`config.mk`:
```
export PLATFORM = sky130hd
export DESIGN_NAME = staged_alu4
export DESIGN_NICKNAME = d
export VERILOG_FILES = /design/src/rtl/alu4_pkg.sv /design/src/rtl/alu4_opnd_bank.sv /design/src/rtl/alu4_exec.sv /design/src/rtl/staged_alu4.sv
export SDC_FILE = /design/constraint.sdc
export NUM_CORES = 1
export LEC_CHECK = 0
export ABC_AREA = 1
export BUFFER_PORTS_ARGS = -buffer_cell sky130_fd_sc_hd__buf_2
export CELL_PAD_IN_SITES_DETAIL_PLACEMENT = 1
export CELL_PAD_IN_SITES_GLOBAL_PLACEMENT = 2
export CORE_UTILIZATION = 38
export DETAILED_ROUTE_END_ITERATION = 8
export MAX_ROUTING_LAYER = met4
export PLACE_DENSITY = 0.85
export SYNTH_ARGS = -nofsm -noshare
export SYNTH_HDL_FRONTEND = slang
export SYNTH_SLANG_ARGS = --single-unit
```
`constraint.sdc`:
```
create_clock -name clk -period 4.3 [get_ports clk]
set_input_delay 0.86 -clock clk [delete_from_list [all_inputs] [get_ports clk]]
set_output_delay 0.86 -clock clk [all_outputs]
set_load 0.05 [all_outputs]
```
`src/rtl/alu4_pkg.sv`:
```
package alu4_pkg;
  localparam int unsigned CMD_W = 4;
  localparam int unsigned N_UNIT = 4;

  localparam logic [1:0] U_ADD0 = 2'd0;
  localparam logic [1:0] U_ADD1 = 2'd1;
  localparam logic [1:0] U_MUL  = 2'd2;
  localparam logic [1:0] U_BIT  = 2'd3;

  typedef enum logic [CMD_W-1:0] {
    OP_ADD0 = 4'h8,
    OP_ADD1 = 4'h9,
    OP_SUB0 = 4'hA,
    OP_SUB1 = 4'hB,
    OP_MUL  = 4'hC,
    OP_AND  = 4'hD,
    OP_XOR  = 4'hE,
    OP_OR   = 4'hF
  } run_op_e;

  function automatic logic is_run(input logic [CMD_W-1:0] c);
    return c[CMD_W-1];
  endfunction
endpackage

```
`src/rtl/alu4_opnd_bank.sv`:
```
module alu4_opnd_bank #(
  parameter int unsigned W  = 4,
  parameter int unsigned NU = 4,
  localparam int unsigned UW = $clog2(NU)
) (
  input  logic                  clk,
  input  logic                  rst_n,
  input  logic                  ld_en,
  input  logic [UW-1:0]         ld_unit,
  input  logic                  ld_sel_b,
  input  logic [W-1:0]          bus_a,
  input  logic [W-1:0]          bus_b,
  output logic [NU-1:0][W-1:0]  opa_o,
  output logic [NU-1:0][W-1:0]  opb_o
);
  for (genvar u = 0; u < NU; u++) begin : g_unit
    logic hit;
    assign hit = ld_en && (ld_unit == UW'(u));
    always_ff @(posedge clk or negedge rst_n) begin
      if (!rst_n) begin
        opa_o[u] <= '0;
        opb_o[u] <= '0;
      end else if (hit) begin
        if (ld_sel_b) opb_o[u] <= bus_b;
        else          opa_o[u] <= bus_a;
      end
    end
  end
endmodule

```
`src/rtl/alu4_exec.sv`:
```
module alu4_exec
  import alu4_pkg::*;
#(
  parameter int unsigned W  = 4,
  parameter int unsigned NU = 4
) (
  input  logic [CMD_W-1:0]      op,
  input  logic [NU-1:0][W-1:0]  opa,
  input  logic [NU-1:0][W-1:0]  opb,
  output logic [W-1:0]          res,
  output logic [W-1:0]          hi,
  output logic                  cy,
  output logic                  bw
);
  logic [W:0]     sum0, sum1;
  logic [W:0]     dif0, dif1;
  logic [2*W-1:0] prod;

  always_comb begin
    sum0 = {1'b0, opa[U_ADD0]} + {1'b0, opb[U_ADD0]};
    sum1 = {1'b0, opa[U_ADD1]} + {1'b0, opb[U_ADD1]};
    dif0 = {1'b0, opa[U_ADD0]} - {1'b0, opb[U_ADD0]};
    dif1 = {1'b0, opa[U_ADD1]} - {1'b0, opb[U_ADD1]};
    prod = (2*W)'(opa[U_MUL]) * (2*W)'(opb[U_MUL]);
    res  = '0;
    hi   = '0;
    cy   = 1'b0;
    bw   = 1'b0;
    case (op)
      OP_ADD0: begin res = sum0[W-1:0]; cy = sum0[W]; end
      OP_ADD1: begin res = sum1[W-1:0]; cy = sum1[W]; end
      OP_SUB0: begin res = dif0[W-1:0]; bw = dif0[W]; end
      OP_SUB1: begin res = dif1[W-1:0]; bw = dif1[W]; end
      OP_MUL:  begin res = prod[W-1:0]; hi = prod[2*W-1:W]; end
      OP_AND:  res = opa[U_BIT] & opb[U_BIT];
      OP_XOR:  res = opa[U_BIT] ^ opb[U_BIT];
      OP_OR:   res = opa[U_BIT] | opb[U_BIT];
      default: res = '0;
    endcase
  end
endmodule

```
`src/rtl/staged_alu4.sv`:
```
module staged_alu4
  import alu4_pkg::*;
#(
  parameter int unsigned W = 4
) (
  input  logic             clk,
  input  logic             rst_n,
  input  logic             cmd_valid,
  output logic             cmd_ready,
  input  logic [CMD_W-1:0] cmd,
  input  logic [W-1:0]     bus_a,
  input  logic [W-1:0]     bus_b,
  output logic [W-1:0]     res_q,
  output logic [W-1:0]     excess_q,
  output logic             carry_q,
  output logic             borrow_q,
  output logic             res_valid
);
  localparam int unsigned UW = $clog2(N_UNIT);

  logic                     take;
  logic                     take_run;
  logic                     take_ld;
  logic [N_UNIT-1:0][W-1:0] opa, opb;
  logic [W-1:0]             x_res, x_hi;
  logic                     x_cy, x_bw;

  assign take     = cmd_valid && cmd_ready;
  assign take_run = take && is_run(cmd);
  assign take_ld  = take && !is_run(cmd);

  alu4_opnd_bank #(.W(W), .NU(N_UNIT)) u_bank (
    .clk      (clk),
    .rst_n    (rst_n),
    .ld_en    (take_ld),
    .ld_unit  (cmd[UW:1]),
    .ld_sel_b (cmd[0]),
    .bus_a    (bus_a),
    .bus_b    (bus_b),
    .opa_o    (opa),
    .opb_o    (opb)
  );

  alu4_exec #(.W(W), .NU(N_UNIT)) u_exec (
    .op  (cmd),
    .opa (opa),
    .opb (opb),
    .res (x_res),
    .hi  (x_hi),
    .cy  (x_cy),
    .bw  (x_bw)
  );

  always_ff @(posedge clk or negedge rst_n) begin
    if (!rst_n) cmd_ready <= 1'b0;
    else        cmd_ready <= 1'b1;
  end

  always_ff @(posedge clk or negedge rst_n) begin
    if (!rst_n) begin
      res_q     <= '0;
      excess_q  <= '0;
      carry_q   <= 1'b0;
      borrow_q  <= 1'b0;
      res_valid <= 1'b0;
    end else begin
      res_valid <= take_run;
      if (take_run) begin
        res_q    <= x_res;
        carry_q  <= x_cy;
        borrow_q <= x_bw;
        if (cmd == OP_MUL) excess_q <= x_hi;
      end
    end
  end
endmodule

```
==> reports/metrics.csv <==
metric,value,unit
synth top area cells,"dfrtp_1 36%, nand2_1 15%, ha_1 15%, inv_1 7.9%, o21ai_0 6.4%",
root buf cell,clkbuf_8,
ratio of cells with drive above 1 in the final layout,10.51,%
vias per cell,4.830,
M1 WL,4.057,mm
Worst-Skew Late Latency,0.32,ns
Die X,91.29,um
Initial Utilization,39.20,%
Mapped Cells,394,
Power Density,385.3,nW/um^2
CP Class,flop to flop,
die span in y,91.29,um
period utilization,66.39,%
Post-Place Cell Area,3287,sq um
Post-DP HPWL,6.452,mm
drt initial violations,62,
status,"complete, no violations",
Worst path max stage delay,0.56,ns
"Buf+Inv Stages, Crit Path",2,
gr ovfl total,0,
total power,1308,uW
f_max,350.3,MHz
per-cell routed wire length,14.68,um
"area leader, netlist",dfrtp_1,
Multi-input gate area,1677,sq um
Peak VDD IR,0.2556,mV
RSZ-0062 raised after global routing,no,
first-pass GRT wire length,13.25,mm
post-layout instance area,3395,sq um
Hold/Removal Path Class,flop to flop,
DRT Pass-1 Iters,4,
crit path capture type,flop,
Antenna Nets Post-Route,0,
"critical path, cell by cell",nand2_1 -> fa_1 -> inv_1 -> fa_1 -> inv_1 -> fa_1 -> nand3b_1 -> nand3_1 -> nor2_1 -> nand2_1 -> nor2_1 -> nor2_1,
Worst Tran Pin Value,0.9871,ns
Seq cells post-synth,44,
ant diodes,0,
Total Routing Usage GR,21.13,%
Area Overhead vs Synth,12.06,%
clk sinks,44,
top-count cell post-synth,nand2_1,
Most used DFF post-synth,dfrtp_1,
"delay-heaviest family, CP",adder cells,
Synth Net Count,453,
final hold viol count,0,
via count,2560,
"Reg clk slew, reported paths",0.09,ns
Post-CTS Resized,0,
drt drc,0,
flip-flop and latch area,1101,sq um
register area share after synthesis,36.35,%
WL met2,3.426,mm
worst setup margin,1.445,ns
Clock Tree Buf Depth,2,
async set-reset flop share out of synthesis,100.0,%
Worst EP required,4.50,ns
Filler cells,999,
Netlist Area Pre-Place,3029,sq um
clk_skew,0.01742,ns
max-cap check violation count,0,
initial antenna violation count,0,
Mapped Avg Cell Area,7.688,sq um
Die Footprint,8333,sq um
RD Place Congestion,0.8243,
IO buf count,26,
setup TNS,0,ns
Worst Path Arrival,3.06,ns
final WL,7.782,mm
Slew Limit Fails,0,
top post-synthesis cells by count,"123 x nand2_1, 64 x inv_1, 44 x dfrtp_1, 39 x o21ai_0, 36 x ha_1",
CTS tree,built,
setup violators final,0,
CTS Buf Count,5,
CP startpoint kind,flop,
# IOs,27,
pre-CTS WS,1.467,ns
worst-path fanout max,5,
number of setup buffers added after CTS,0,
DR top layer,met4,
number of global-route vias before repair,2647,
met3 WL,195,um
Max-slew headroom,34.20,%
YS warnings,0,
row count,32,
Final Util,43.93,%
Yosys cell types,24,
hold bufs inserted after CTS,0,
number of synthesized flops with an enable pin,0,
Leak,0.001908,uW
CP max stage cell,fa_1,
largest net degree at the start of global routing,45,
Yosys top cell area share,36.35,%
H-tree levels,2,
minimum clock period,2.855,ns
Nets,486,
core footprint,7727,sq um
## cell type report
type | instances | share of cell area [%]
Timing Repair Buffer | 26 | 3.833
Clock buffer | 6 | 2.138
Inverter | 67 | 7.409
Tap cell | 102 | 3.760
Clock inverter | 2 | 1.032
Multi-Input combinational cell | 283 | 49.39
Sequential cell | 44 | 32.44
## worst register-to-register path: stages (launching register included)
cell      delay (ns)
dfrtp_1         0.43
nand2_1         0.11
fa_1            0.54
inv_1           0.06
fa_1            0.56
inv_1           0.07
fa_1            0.52
nand3b_1        0.10
nand3_1         0.08
nor2_1          0.08
nand2_1         0.06
nor2_1          0.09
nor2_1          0.04
## per-stage QoR
step,hold slack (ns),std cells
after CTS,0.4880,530
after detailed placement,0.4660,522
after floorplan,0.4782,394
after global routing,0.5197,530
final,0.4829,530
after global placement,0.4599,522
## placed cells by master (no fill, tap or decap), types with 5 or more instances in the layout
cell type and n:
inv_1 64, clkbuf_8 5, nand2_1 123, dfrtp_1 44, fa_1 8, nor2_1 14, o21ai_0 39, nand3_1 29
buf_2 26, ha_1 36, a21oi_1 9, or2_2 5
## sequential cells by signal, summed over array words and instances (netlist names)
name,flops
res_valid,1
cmd_ready,1
borrow_q,1
res_q,4
carry_q,1
u_bank.opb_o,16
excess_q,4
u_bank.opa_o,16
## routing by layer
layer  up-vias  track usage [%]
met5         -                -
met4         0            5.159
met3         8            2.680
met2        35            32.58
met1      1212            29.59
li1       1305                -
## report_power, final
group | leakage, uW | internal (uW) | total, uW | switching [uW]
sequential | 0.000570 | 481 | 562 | 80.5
clock | 0.0000552 | 173 | 327 | 154
combinational | 0.00128 | 152 | 419 | 266
total | 0.00191 | 807 | 1310 | 501
## final timing paths
check,start,end,slack [ns],cells after the start
setup / recovery,u_bank.opb_o[11],res_q[3],1.45,12
hold / removal,excess_q[3],excess_q[3],0.48,2
setup reg to reg,u_bank.opb_o[11],res_q[3],1.45,12
hold reg to reg,excess_q[3],excess_q[3],0.48,2
max in group asynchronous,rst_n,u_bank.opb_o[4],2.97,1
min in group asynchronous,rst_n,res_q[1],0.69,1
## cell families (layout without fill, tap and decap cells)
logic type                 count (synthesis)  after routing  synth area share [%]
AOI/OAI and AO/OA                         54             54                 9.211
DFF                                       44             44                 36.35
buffers and inverters                     67            101                 8.302
adders and majority gates                 44             44                 20.16
xor gates and xnor gates                   2              2                0.5784
and+or+nand+nor                          182            182                 25.28
other                                      1              1                0.1238
No activity file was read; power rests on OpenSTA's default activity.
